<file path="config.mk">
export PLATFORM = sky130hd
export DESIGN_NAME = strip_evt_decoder
export DESIGN_NICKNAME = d
export VERILOG_FILES = /design/src/rtl/strip_evt_decoder.sv
export SDC_FILE = /design/constraint.sdc
export NUM_CORES = 1
export LEC_CHECK = 0
export BUFFER_PORTS_ARGS = -buffer_cell sky130_fd_sc_hd__buf_2
export CORE_AREA = 2 2 60 118
export DETAILED_ROUTE_END_ITERATION = 6
export DIE_AREA = 0 0 62 120
export PLACE_DENSITY_LB_ADDON = 0.1
export RECOVER_POWER = 100
export REMOVE_ABC_BUFFERS = 1
export SYNTH_ARGS = -nofsm -noshare
export SYNTH_HDL_FRONTEND = slang
export SYNTH_SLANG_ARGS = --single-unit
</file>
<file path="constraint.sdc">
create_clock -name clk -period 2.8 [get_ports clk]
set_clock_uncertainty 0.15 [all_clocks]
set_input_delay 0.14 -clock clk [delete_from_list [all_inputs] [get_ports clk]]
set_output_delay 0.14 -clock clk [all_outputs]
set_load 0.02 [all_outputs]
</file>
<file path="src/rtl/strip_evt_decoder.sv">
module strip_evt_decoder #(
  parameter int L1W    = 4,
  parameter int BCW    = 8,
  parameter int CHIPW  = 4,
  parameter int CHANW  = 7,
  parameter int BXW    = 3,
  parameter int TRAILZ = 15
) (
  input  logic             clk,
  input  logic             rst_n,
  input  logic             ser_in,
  output logic             hdr_valid,
  output logic [L1W-1:0]   evt_l1id,
  output logic [BCW-1:0]   evt_bcid,
  output logic             hit_valid,
  output logic [CHIPW-1:0] hit_chip,
  output logic [CHANW-1:0] hit_chan,
  output logic [BXW-1:0]   hit_bx,
  output logic             hit_clus,
  output logic             nohit_valid,
  output logic             evt_done,
  output logic             frame_err
);
  localparam logic [5:0] START = 6'b111010;
  localparam int F1   = (L1W > BCW) ? L1W : BCW;
  localparam int F2   = (CHIPW > CHANW) ? CHIPW : CHANW;
  localparam int FMAX = (F1 > F2) ? F1 : F2;
  localparam int AW   = (FMAX > BXW) ? FMAX : BXW;
  localparam int CMAX = (TRAILZ > AW) ? TRAILZ : AW;
  localparam int CW   = $clog2(CMAX + 1);

  typedef enum logic [3:0] {
    S_HUNT, S_L1, S_BC, S_HSYNC, S_PKT, S_CHIP, S_CHAN,
    S_DSYNC, S_BX, S_AFTER, S_CLBX, S_TRAIL
  } st_t;

  st_t             st;
  logic [CW-1:0]   cnt;
  logic [AW-1:0]   acc;
  logic [5:0]      hist;
  logic [L1W-1:0]  l1_q;
  logic [BCW-1:0]  bc_q;
  logic [CHIPW-1:0] chip_q;
  logic [CHANW-1:0] chan_q;

  wire [AW-1:0] acc_nx  = {acc[AW-2:0], ser_in};
  wire          last    = (cnt == '0);
  wire [CW-1:0] cnt_dec = cnt - CW'(1);

  always_ff @(posedge clk) begin
    if (!rst_n) begin
      st <= S_HUNT; cnt <= '0; acc <= '0; hist <= '0;
      l1_q <= '0; bc_q <= '0; chip_q <= '0; chan_q <= '0;
      hdr_valid <= 1'b0; evt_l1id <= '0; evt_bcid <= '0;
      hit_valid <= 1'b0; hit_chip <= '0; hit_chan <= '0; hit_bx <= '0; hit_clus <= 1'b0;
      nohit_valid <= 1'b0; evt_done <= 1'b0; frame_err <= 1'b0;
    end else begin
      hdr_valid <= 1'b0; hit_valid <= 1'b0; nohit_valid <= 1'b0;
      evt_done <= 1'b0; frame_err <= 1'b0;
      acc <= acc_nx;
      case (st)
        S_HUNT: begin
          hist <= {hist[4:0], ser_in};
          if ({hist[4:0], ser_in} == START) begin
            st <= S_L1; cnt <= CW'(L1W - 1);
          end
        end
        S_L1: if (last) begin
          l1_q <= acc_nx[L1W-1:0]; st <= S_BC; cnt <= CW'(BCW - 1);
        end else cnt <= cnt_dec;
        S_BC: if (last) begin
          bc_q <= acc_nx[BCW-1:0]; st <= S_HSYNC;
        end else cnt <= cnt_dec;
        S_HSYNC: if (ser_in) begin
          hdr_valid <= 1'b1; evt_l1id <= l1_q; evt_bcid <= bc_q;
          st <= S_PKT; cnt <= '0;
        end else begin
          frame_err <= 1'b1; st <= S_HUNT; hist <= '0;
        end
        S_PKT: if (ser_in) begin
          if (cnt == CW'(0)) begin
            st <= S_TRAIL; cnt <= '0;
          end else if (cnt == CW'(1)) begin
            st <= S_CHIP; cnt <= CW'(CHIPW - 1);
          end else begin
            nohit_valid <= 1'b1; cnt <= '0;
          end
        end else if (cnt == CW'(2)) begin
          frame_err <= 1'b1; st <= S_HUNT; hist <= '0;
        end else cnt <= cnt + CW'(1);
        S_CHIP: if (last) begin
          chip_q <= acc_nx[CHIPW-1:0]; st <= S_CHAN; cnt <= CW'(CHANW - 1);
        end else cnt <= cnt_dec;
        S_CHAN: if (last) begin
          chan_q <= acc_nx[CHANW-1:0]; st <= S_DSYNC;
        end else cnt <= cnt_dec;
        S_DSYNC: if (ser_in) begin
          st <= S_BX; cnt <= CW'(BXW - 1);
        end else begin
          frame_err <= 1'b1; st <= S_HUNT; hist <= '0;
        end
        S_BX: if (last) begin
          hit_valid <= 1'b1; hit_clus <= 1'b0; hit_chip <= chip_q;
          hit_chan <= chan_q; hit_bx <= acc_nx[BXW-1:0]; st <= S_AFTER;
        end else cnt <= cnt_dec;
        S_AFTER: if (ser_in) begin
          st <= S_CLBX; cnt <= CW'(BXW - 1); chan_q <= chan_q + CHANW'(1);
        end else begin
          st <= S_PKT; cnt <= '0;
        end
        S_CLBX: if (last) begin
          hit_valid <= 1'b1; hit_clus <= 1'b1; hit_chip <= chip_q;
          hit_chan <= chan_q; hit_bx <= acc_nx[BXW-1:0]; st <= S_AFTER;
        end else cnt <= cnt_dec;
        S_TRAIL: if (ser_in) begin
          frame_err <= 1'b1; st <= S_HUNT; hist <= '0;
        end else if (cnt == CW'(TRAILZ - 1)) begin
          evt_done <= 1'b1; st <= S_HUNT; hist <= '0;
        end else cnt <= cnt + CW'(1);
        default: begin
          st <= S_HUNT; hist <= '0;
        end
      endcase
    end
  end
endmodule

</file>
==> results of run 1 <==
worst paths after layout:
check	start	to	slack, ns	cells past startpoint
max reg2reg	cnt[0]	l1_q[1]	0.22	8
min reg2reg	hit_chan[5]	hit_chan[5]	0.31	2
max	cnt[0]	l1_q[1]	0.22	8
min	ser_in	chip_q[0]	0.12	3
cells by family after synthesis:
| logic type | after synthesis | synth area share (%) |
|---|---|---|
| simple gates | 195 | 27.44 |
| compound gates | 116 | 21.94 |
| flops | 75 | 40.31 |
| buf+inv | 38 | 4.770 |
| mux | 13 | 3.527 |
| fa+ha+maj | 6 | 2.015 |
flip-flops by register name, indices dropped and copies added, names as in the netlist:
name	cells
acc	7
bc_q	8
chan_q	7
chip_q	4
cnt	4
evt_bcid	8
evt_done	1
evt_l1id	4
frame_err	1
hdr_valid	1
hist	5
hit_bx	3
hit_chan	7
hit_chip	4
hit_clus	1
hit_valid	1
l1_q	4
nohit_valid	1
st	4
critical path, stage by stage (launching register included):
cell      delay, ns
dfxtp_1        0.48
inv_1          0.13
ha_1           0.27
and3_1         0.23
or4_4          0.44
and4_1         0.33
nand3b_4       0.19
mux2i_1        0.20
nor2b_1        0.06
per-stage QoR:
step           cells  power [mW]  hold slack [ns]  area [um2]
3_3_place_gp     548       2.617           0.2905        3970
4_1_cts          563       3.861           0.1106        4288
5_1_grt          563       4.054           0.1425        4224
3_5_place_dp     548       2.628           0.2976        3970
2_1_floorplan    409       2.209           0.1117        3562
6_report         563       3.849           0.1213        4224
synth_stat cells (4+ instances only):
cell type	instances
a21boi_0	28
a21boi_1	6
a21oi_1	11
a22o_1	4
and2_1	17
and3_1	4
buf_2	10
clkbuf_1	19
dfxtp_1	75
ha_1	6
inv_1	4
mux2i_1	12
nand2_1	80
nand2b_1	8
nand3_1	13
nor2_1	17
nor2b_1	18
nor3_1	11
o211a_1	4
o21ai_0	28
o22ai_1	6
layer usage:
layer,wire [um],track usage (%),up-vias
met5,0,0,-
met4,343,14.76,0
met3,230,3.448,25
met2,5004,46.61,72
met1,3446,28.52,1562
li1,-,-,1604
cell type report:
| class | instances | area (um2) | area share (%) |
|---|---|---|---|
| flip-flops and latches | 75 | 1501 | 35.55 |
| inverters | 4 | 15.01 | 0.3555 |
| well taps | 88 | 110.1 | 2.607 |
| clock inverters | 4 | 75.07 | 1.777 |
| repair buffers | 51 | 231.5 | 5.480 |
| multi-input cells | 330 | 2048 | 48.49 |
| clock buffers | 11 | 242.7 | 5.746 |
power breakdown:
group          switching, mW  internal (mW)
clock                  0.433          0.799
sequential             0.134           1.14
combinational          0.817          0.526
total                   1.38           2.46
what timing repair did:
action / 4_1_cts / 5_1_grt
endpoints found under the hold margin: 0 / 0
resized for setup: 0 / 1
endpoints found under the setup margin: 0 / 2
==> summary.md, run 1 <==
| Metric | Value |
|---|---|
| Clk sinks | 75 |
| Synth top area share | 40.31% |
| Drt wl/cell | 16.03 um |
| Initial antenna violation count | 0 |
| P_leak | 1.564 nW |
| Async set-reset flop share out of synthesis | 0% |
| Pwr Density | 911.2 nW/um2 |
| Startpoint types | flop |
| First-pass GRT wire length | 14,860 um |
| Via count of the first global-routing pass | 3,170 |
| CTS max path bufs | 2 |
| Post-route setup slack | 0.2195 ns |
| Max Slew Vio Count | 0 |
| Slew headroom | 0.5490% |
| Insertion delay to the later sink of the worst-skew pair | 0.34 ns |
| Die width | 62 um |
| Hold violation total from the final report | 0 |
| Mean Syn Cell Area | 8.408 um2 |
| Initial Utilization | 56.70% |
| Max cap viols | 1 |
| Fillcell total | 614 |
| Synthesis-to-layout area growth | 13.40% |
| Area contributors post-synth | dfxtp_1, nand2_1, a21boi_0, o21ai_0, mux2i_1 |
| Worst endpoint required time | 2.87 ns |
| Die Y | 120 um |
| Hold Crit Class | in2reg |
| Final cell utilization of the core | 64.30% |
| Dominant cell type by area after synthesis | dfxtp_1 |
| Worst-Margin Slew | 1.492 ns |
| Largest net degree at the start of global routing | 44 |
| Overflow after GRT | 0 |
| DR DRC count | 0 |
| Global placement routability congestion | 0.9775 |
| Final nets | 480 |
| Fin crit period | 2.581 ns |
| Synth Cell Area | 3725 um2 |
| Fmax | 387.5 MHz |
| Critical Path Sink Type | flop |
| Total GRT Usage | 26.60% |
| Commonest non-fill, non-tap cell in the layout | nand2_1 |
| Synth warnings | 0 |
| Most frequent cells in the layout | nand2_1, dfxtp_1, clkbuf_1 |
| CTS H-tree lvls | 3 |
| Mapped Cells | 443 |
| Type of the worst setup path | reg2reg |
| Final setup TNS | 0 ns |
| Place WS | 0.2172 ns |
| Post-CTS setup buffers | 0 |
| Ys flop type | dfxtp_1 |
| Reg clk slew, reported paths | 0.06 ns |
| DP HPWL | 6400 um |
| Post-synthesis cell type count | 62 |
| EDFF count, synth | 0 |
| Setup violations, final | 0 |
| RSZ-0062 raised after global routing | no |
| FP Rows | 42 |
| Synth Register Bits | 75 |
| # hold bufs at CTS | 0 |
| Status | finished with violations |
| Number of I/O pins | 35 |
| Initial DRC Count | 154 |
| Failing checks | capacitance limit |
| Via Count | 3,263 |
| Max rail drop VDD | 0.6560 mV |
| Total CTS buffers | 9 |
| Final ANT Viol Nets | 0 |
| Drt via density | 5.796 |
| Sequential area share after synthesis | 40.31% |
| Routed Wire Length | 9025 um |
| Crit path max fanout | 10 |
| CORE AREA | 6569 um2 |
| Antenna Cells | 0 |
| Input/output buffers | 34 |
| WP data arrival | 2.65 ns |
| CTS Root Cell | clkbuf_16 |
| Tcrit/Tclk final | 92.16% |
| DRT Pass-1 Iters | 4 |
| CTS tree | yes |
| Layout cells sized above 1 | 8.421% |
| Die area | 7440 um2 |
No activity file was read; power rests on OpenSTA's default activity.
==> run 2, diff against run 1 <==
Settings changed: SETUP_SLACK_MARGIN set to 0.3.
==> run 2 against run 1 <==
Against the previous run:
- the run ends with capacitance limit, slew limit left
- sequential power barely moved
- combinational power barely moved
- via count barely moved
- worst hold slack got worse by 0.0076 ns
- largest power group unchanged
==> summary.md, run 2 (synthesis results as in run 1) <==
| Metric | Value |
|---|---|
| Type of the worst setup path | reg2reg |
| Startpoint types | flop |
| Reg clk slew, reported paths | 0.06 ns (about the same) |
| Total CTS buffers | 9 (unchanged) |
| Synthesis-to-layout area growth | 14.18% |
| Setup violations, final | 0 (unchanged) |
| Initial Utilization | 56.70% (unchanged) |
| Via count of the first global-routing pass | 3,170 (unchanged) |
| CTS tree | yes |
| Internal power | 2.494 mW (+1.2%) |
| WP buf/inv | 1 (unchanged) |
| CP max stage cell | dfxtp_1 |
| R2r setup slk | 0.30 ns (+0.08 ns) |
| Net Sw Power | 1.384 mW (about the same) |
| Commonest non-fill, non-tap cell in the layout | nand2_1 |
| Insertion delay to the later sink of the worst-skew pair | 0.34 ns (about the same) |
| Slew headroom | -0.2103% (-0.76 points) |
| Critical Path Sink Type | flop |
| Max Slew Vio Count | 43 (+43) |
| Most frequent cells in the layout | nand2_1, dfxtp_1, clkbuf_1 |
| Final ANT Viol Nets | 0 (unchanged) |
| Comb power frac | 35.4% (+0.5 points) |
| First-pass GRT wire length | 14,860 um (unchanged) |
| Overflow after GRT | 0 (unchanged) |
| Largest registers | bc_q (8), evt_bcid (8) |
| Crit-path max cell delay | 0.53 ns (+0.05 ns) |
| WHS | 0.1137 ns (-0.007569 ns) |
| Max rail drop VDD | 0.6817 mV (+3.9%) |
| P_leak | 1.577 nW (+0.82%) |
| Critical path, cell by cell | clkbuf_2 > nand2b_1 > o311ai_0 > a211oi_4 > o221ai_2 > o211a_1 |
| WP data arrival | 2.59 ns (-0.06 ns) |
| Drt wl/cell | 15.90 um (-0.83%) |
| Layout cells sized above 1 | 9.664% (+1.2 points) |
| Worst endpoint required time | 2.88 ns (about the same) |
| Worst-Margin Slew | 1.503 ns (+0.01139 ns) |
| Total GRT Usage | 26.60% (unchanged) |
| Initial DRC Count | 161 (+4.5%) |
| Final setup TNS | 0 ns (unchanged) |
| Final nets | 481 (+0.21%) |
| Die area | 7440 um2 (unchanged) |
| Fillcell total | 617 (+0.49%) |
| Via Count | 3,264 (+0.031%) |
| Die width | 62 um (unchanged) |
| Tcrit/Tclk final | 89.46% (-2.7 points) |
| DRT Pass-1 Iters | 4 (unchanged) |
| Input/output buffers | 34 (unchanged) |
| Global placement routability congestion | 0.9775 (unchanged) |
| Drt via density | 5.787 (-0.15%) |
| CTS Root Cell | clkbuf_16 |
| Status | finished with violations |
| Hold violation total from the final report | 0 (unchanged) |
| Switching Fraction | 35.69% (-0.27 points) |
| Max cap viols | 1 (unchanged) |
| Family with the most delay on the worst path | compound AO/OA/AOI/OAI gates |
| Fmax | 399.2 MHz (+3.0%) |
| Place WS | 0.2172 ns (unchanged) |
| Seq pwr share | 32.9% (-0.2 points) |
| RSZ-0062 raised after global routing | yes |
| DR DRC count | 0 (unchanged) |
| # hold bufs at CTS | 0 (unchanged) |
| Post-route setup slack | 0.2953 ns (+0.07579 ns) |
| Number of I/O pins | 35 (unchanged) |
| Crit path max fanout | 16 (+6) |
| CTS H-tree lvls | 3 (unchanged) |
| CORE AREA | 6569 um2 (unchanged) |
| Die Y | 120 um (unchanged) |
| FP Rows | 42 (unchanged) |
| Initial antenna violation count | 0 (unchanged) |
| Largest net degree at the start of global routing | 44 (unchanged) |
| Hold Crit Class | in2reg |
| Pwr Density | 911.8 nW/um2 (about the same) |
| Clk sinks | 75 (unchanged) |
| Fin crit period | 2.505 ns (-0.07579 ns) |
| Tot Pwr | 3.878 mW (+0.75%) |
| Clk pwr share | 31.7% (-0.3 points) |
| DP HPWL | 6400 um (unchanged) |
| Routed Wire Length | 8966 um (-0.65%) |
| Failing checks | capacitance limit, slew limit |
| Antenna Cells | 0 (unchanged) |
| CTS max path bufs | 2 (unchanged) |
-- run 2: timing repair --
item | 4_1_cts | 5_1_grt
setup buffers | 0 | 1
endpoints found under the setup margin | 29 | 35
gates resized for setup | 2 | 11
pin swaps | 0 | 0
-- run 2: power groups by stage --
stage / registers (mW) / logic [mW] / clock network [mW]
floorplan: 1.32 / 0.888 / 0
global placement: 1.29 / 1.33 / 0
detailed placement: 1.29 / 1.34 / 0
CTS: 1.27 / 1.36 / 1.25
global route: 1.29 / 1.51 / 1.29
finish: 1.28 / 1.37 / 1.23
-- run 2: tightest hold or removal path, stage by stage --
cell and delay, ns:
buf_2 0.22, nand3_1 0.11, a21boi_0 0.07
-- run 2: metal layers --
layer / wire, um / global-route usage (%) / up-vias / part of all wire (%)
met2: 4954 / 46.61 / 73 / 55
met3: 254 / 3.448 / 30 / 2.8
li1: - / - / 1609 / -
met4: 429 / 14.76 / 0 / 4.8
met5: 0 / 0 / - / 0
met1: 3328 / 28.52 / 1552 / 37
-- run 2: final cells by class --
type	count	area [um2]	share of cell area, %
Sequential cell	75	1506	35.42
Tap cell	88	110.1	2.589
Multi-Input combinational cell	330	2061	48.46
Clock buffer	11	242.7	5.708
Timing Repair Buffer	52	242.7	5.708
Inverter	4	15.01	0.3530
Clock inverter	4	75.07	1.765
-- run 2: final timing paths --
kind	from	end	depth (start not counted)
setup reg to reg	st[1]	st[2]	6
setup / recovery	st[1]	st[2]	6
hold / removal	ser_in	chip_q[0]	3
hold reg to reg	hit_chan[5]	hit_chan[5]	2
-- run 2: stage by stage --
stage	cells	cell area, um2	util, %
floorplan	409	3562	-
global placement	548	3970	60.44
detailed placement	548	3970	60.44
CTS	563	4292	65.33
global route	564	4253	64.74
finish	564	4253	64.74
==> run 3, diff against run 2 <==
Settings changed: CORE_AREA 2 2 60 118 to 2 2 59 116, CTS_BUF_LIST set to sky130_fd_sc_hd__clkbuf_8, DIE_AREA 0 0 62 120 to 0 0 61 118.
==> run 3 against run 2 <==
Against the previous run:
- the run still ends with capacitance limit, slew limit left
- utilization fell by 0.32 points
- critical path depth rose by 1
- non-clock buffer count fell by 4
==> summary.md, run 3 (synthesis results as in run 1) <==
| Metric | Value |
|---|---|
| Final cell utilization of the core | 64.43% (-0.32 points) |
| Startpoint types | flop |
| Critical path, cell by cell | clkbuf_2 > o21ai_0 > nand4b_1 > o311ai_1 > a211oi_4 > o221ai_1 > o211a_1 |
| Final nets | 477 (-0.83%) |
| Input/output buffers | 34 (unchanged) |
| Placed insts | 542 (-1.1%) |
| Routed Wire Length | 8896 um (-0.78%) |
| Synthesis-to-layout area growth | 9.137% |
| RSZ-0062 raised after global routing | yes |
| Initial DRC Count | 196 (+22%) |
| Worst endpoint required time | 2.90 ns (+0.02 ns) |
| DP HPWL | 6200 um (-3.1%) |
| Initial antenna violation count | 0 (unchanged) |
| CP max stage cell | clkbuf_2 |
| Global placement routability congestion | 0.9875 (+1.0%) |
| Via Count | 3,303 (+1.2%) |
| Overflow after GRT | 0 (unchanged) |
| Slew headroom | -8.204% (-8.0 points) |
| Tcrit/Tclk final | 88.68% (-0.78 points) |
| Total CTS buffers | 9 (unchanged) |
| Pwr Density | 830.0 nW/um2 (-9.0%) |
| Crit-path max cell delay | 0.47 ns (-0.06 ns) |
| DR DRC count | 0 (unchanged) |
| P_leak | 1.499 nW (-4.9%) |
| Max cap viols | 1 (unchanged) |
| Post-DP Area | 3938 um2 (-0.82%) |
| Reg clk slew, reported paths | 0.08 ns (+0.02 ns) |
| Fmax | 402.7 MHz (+0.88%) |
| Max Slew Vio Count | 45 (+4.7%) |
| Die width | 61 um (-1.6%) |
| Post-route setup slack | 0.3170 ns (+0.02178 ns) |
| Fin crit period | 2.483 ns (-0.02178 ns) |
| Non-filler cells, final | 558 (-1.1%) |
| Final ANT Viol Nets | 0 (unchanged) |
| Initial Utilization | 59.03% (+2.3 points) |
| Largest registers | bc_q (8), evt_bcid (8) |
| Final setup TNS | 0 ns (unchanged) |
| CTS H-tree lvls | 3 (unchanged) |
| DRT Pass-1 Iters | 5 (+1) |
| Worst-Margin Slew | 1.623 ns (+0.1199 ns) |
| CTS Root Cell | clkbuf_8 |
| First-pass GRT wire length | 14,320 um (-3.6%) |
| Place WS | 0.1495 ns (-0.06769 ns) |
| Layout cells sized above 1 | 9.958% (+0.29 points) |
| Setup violations, final | 0 (unchanged) |
| Antenna Cells | 0 (unchanged) |
| Critical Path Sink Type | flop |
| Max rail drop VDD | 0.6681 mV (-2.0%) |
| WP data arrival | 2.58 ns (about the same) |
| Hold violation total from the final report | 0 (unchanged) |
| Number of I/O pins | 35 (unchanged) |
| Drt wl/cell | 15.94 um (+0.29%) |
| Commonest non-fill, non-tap cell in the layout | nand2_1 |
| Most frequent cells in the layout | nand2_1, dfxtp_1, clkbuf_1 |
| CORE AREA | 6310 um2 (-3.9%) |
| Insertion delay to the later sink of the worst-skew pair | 0.36 ns (+0.02 ns) |
| FP Rows | 41 (-2.4%) |
| Clk sinks | 75 (unchanged) |
| Drt via density | 5.919 (+2.3%) |
| Final instance area | 4065 um2 (-4.4%) |
| Die area | 7198 um2 (-3.3%) |
| Total GRT Usage | 26.30% (-0.30 points) |
| CTS tree | yes |
| Crit path max fanout | 23 (+7) |
| Hold Crit Class | in2reg |
| Type of the worst setup path | reg2reg |
| Via count of the first global-routing pass | 3,158 (-0.38%) |
| Status | finished with violations |
| Die Y | 118 um (-1.7%) |
| CTS max path bufs | 2 (unchanged) |
| Failing checks | capacitance limit, slew limit |
| Largest net degree at the start of global routing | 45 (+2.3%) |
run 3: per-stage QoR:
step                power, mW  hold slack (ns)
floorplan               2.209           0.1117
global placement        2.598           0.2895
detailed placement      2.610           0.3005
CTS                     3.349          0.08059
global route            3.573          0.09805
finish                  3.374           0.1037
run 3: final cells by class:
class,count,area [um2]
Timing Repair Buffer,48,224.0
Clock inverter,6,42.54
Tap cell,86,107.6
Sequential cell,75,1505
Fill cell,603,2245
Inverter,4,15.01
Clock buffer,9,123.9
Multi-Input combinational cell,330,2047
run 3: repair_timing:
| action | CTS | global route |
|---|---|---|
| setup buffers | 0 | 1 |
| gates resized for setup | 3 | 10 |
| pin swaps | 0 | 1 |
| endpoints found under the setup margin | 28 | 17 |
| hold buffers | 0 | 0 |
run 3: worst paths after layout:
check,from,cells past startpoint,slack (ns),end
hold / removal,ser_in,3,0.10,l1_q[0]
setup / recovery,st[3],7,0.32,st[2]
hold reg to reg,chip_q[2],2,0.31,hit_chip[2]
setup reg to reg,st[3],7,0.32,st[2]
run 3: worst max-delay path, delay by kind of cell (launching register included):
kind	cells	cell delay, ns
buffers and inverters	1	0.47
DFF	1	0.46
AOI/OAI and AO/OA	5	1.12
and+or+nand+nor	1	0.17
run 3: routing by layer:
layer | share of wire [%] | GRT usage (%)
met1 | 38 | 27.58
met2 | 53 | 44.42
met3 | 3.8 | 5.824
met4 | 4.3 | 16.71
met5 | 0 | 0
run 3: where the power goes:
| part | internal [mW] | switching (mW) | total (mW) |
|---|---|---|---|
| clock | 0.317 | 0.407 | 0.725 |
| combinational | 0.551 | 0.820 | 1.37 |
| sequential | 1.14 | 0.137 | 1.28 |
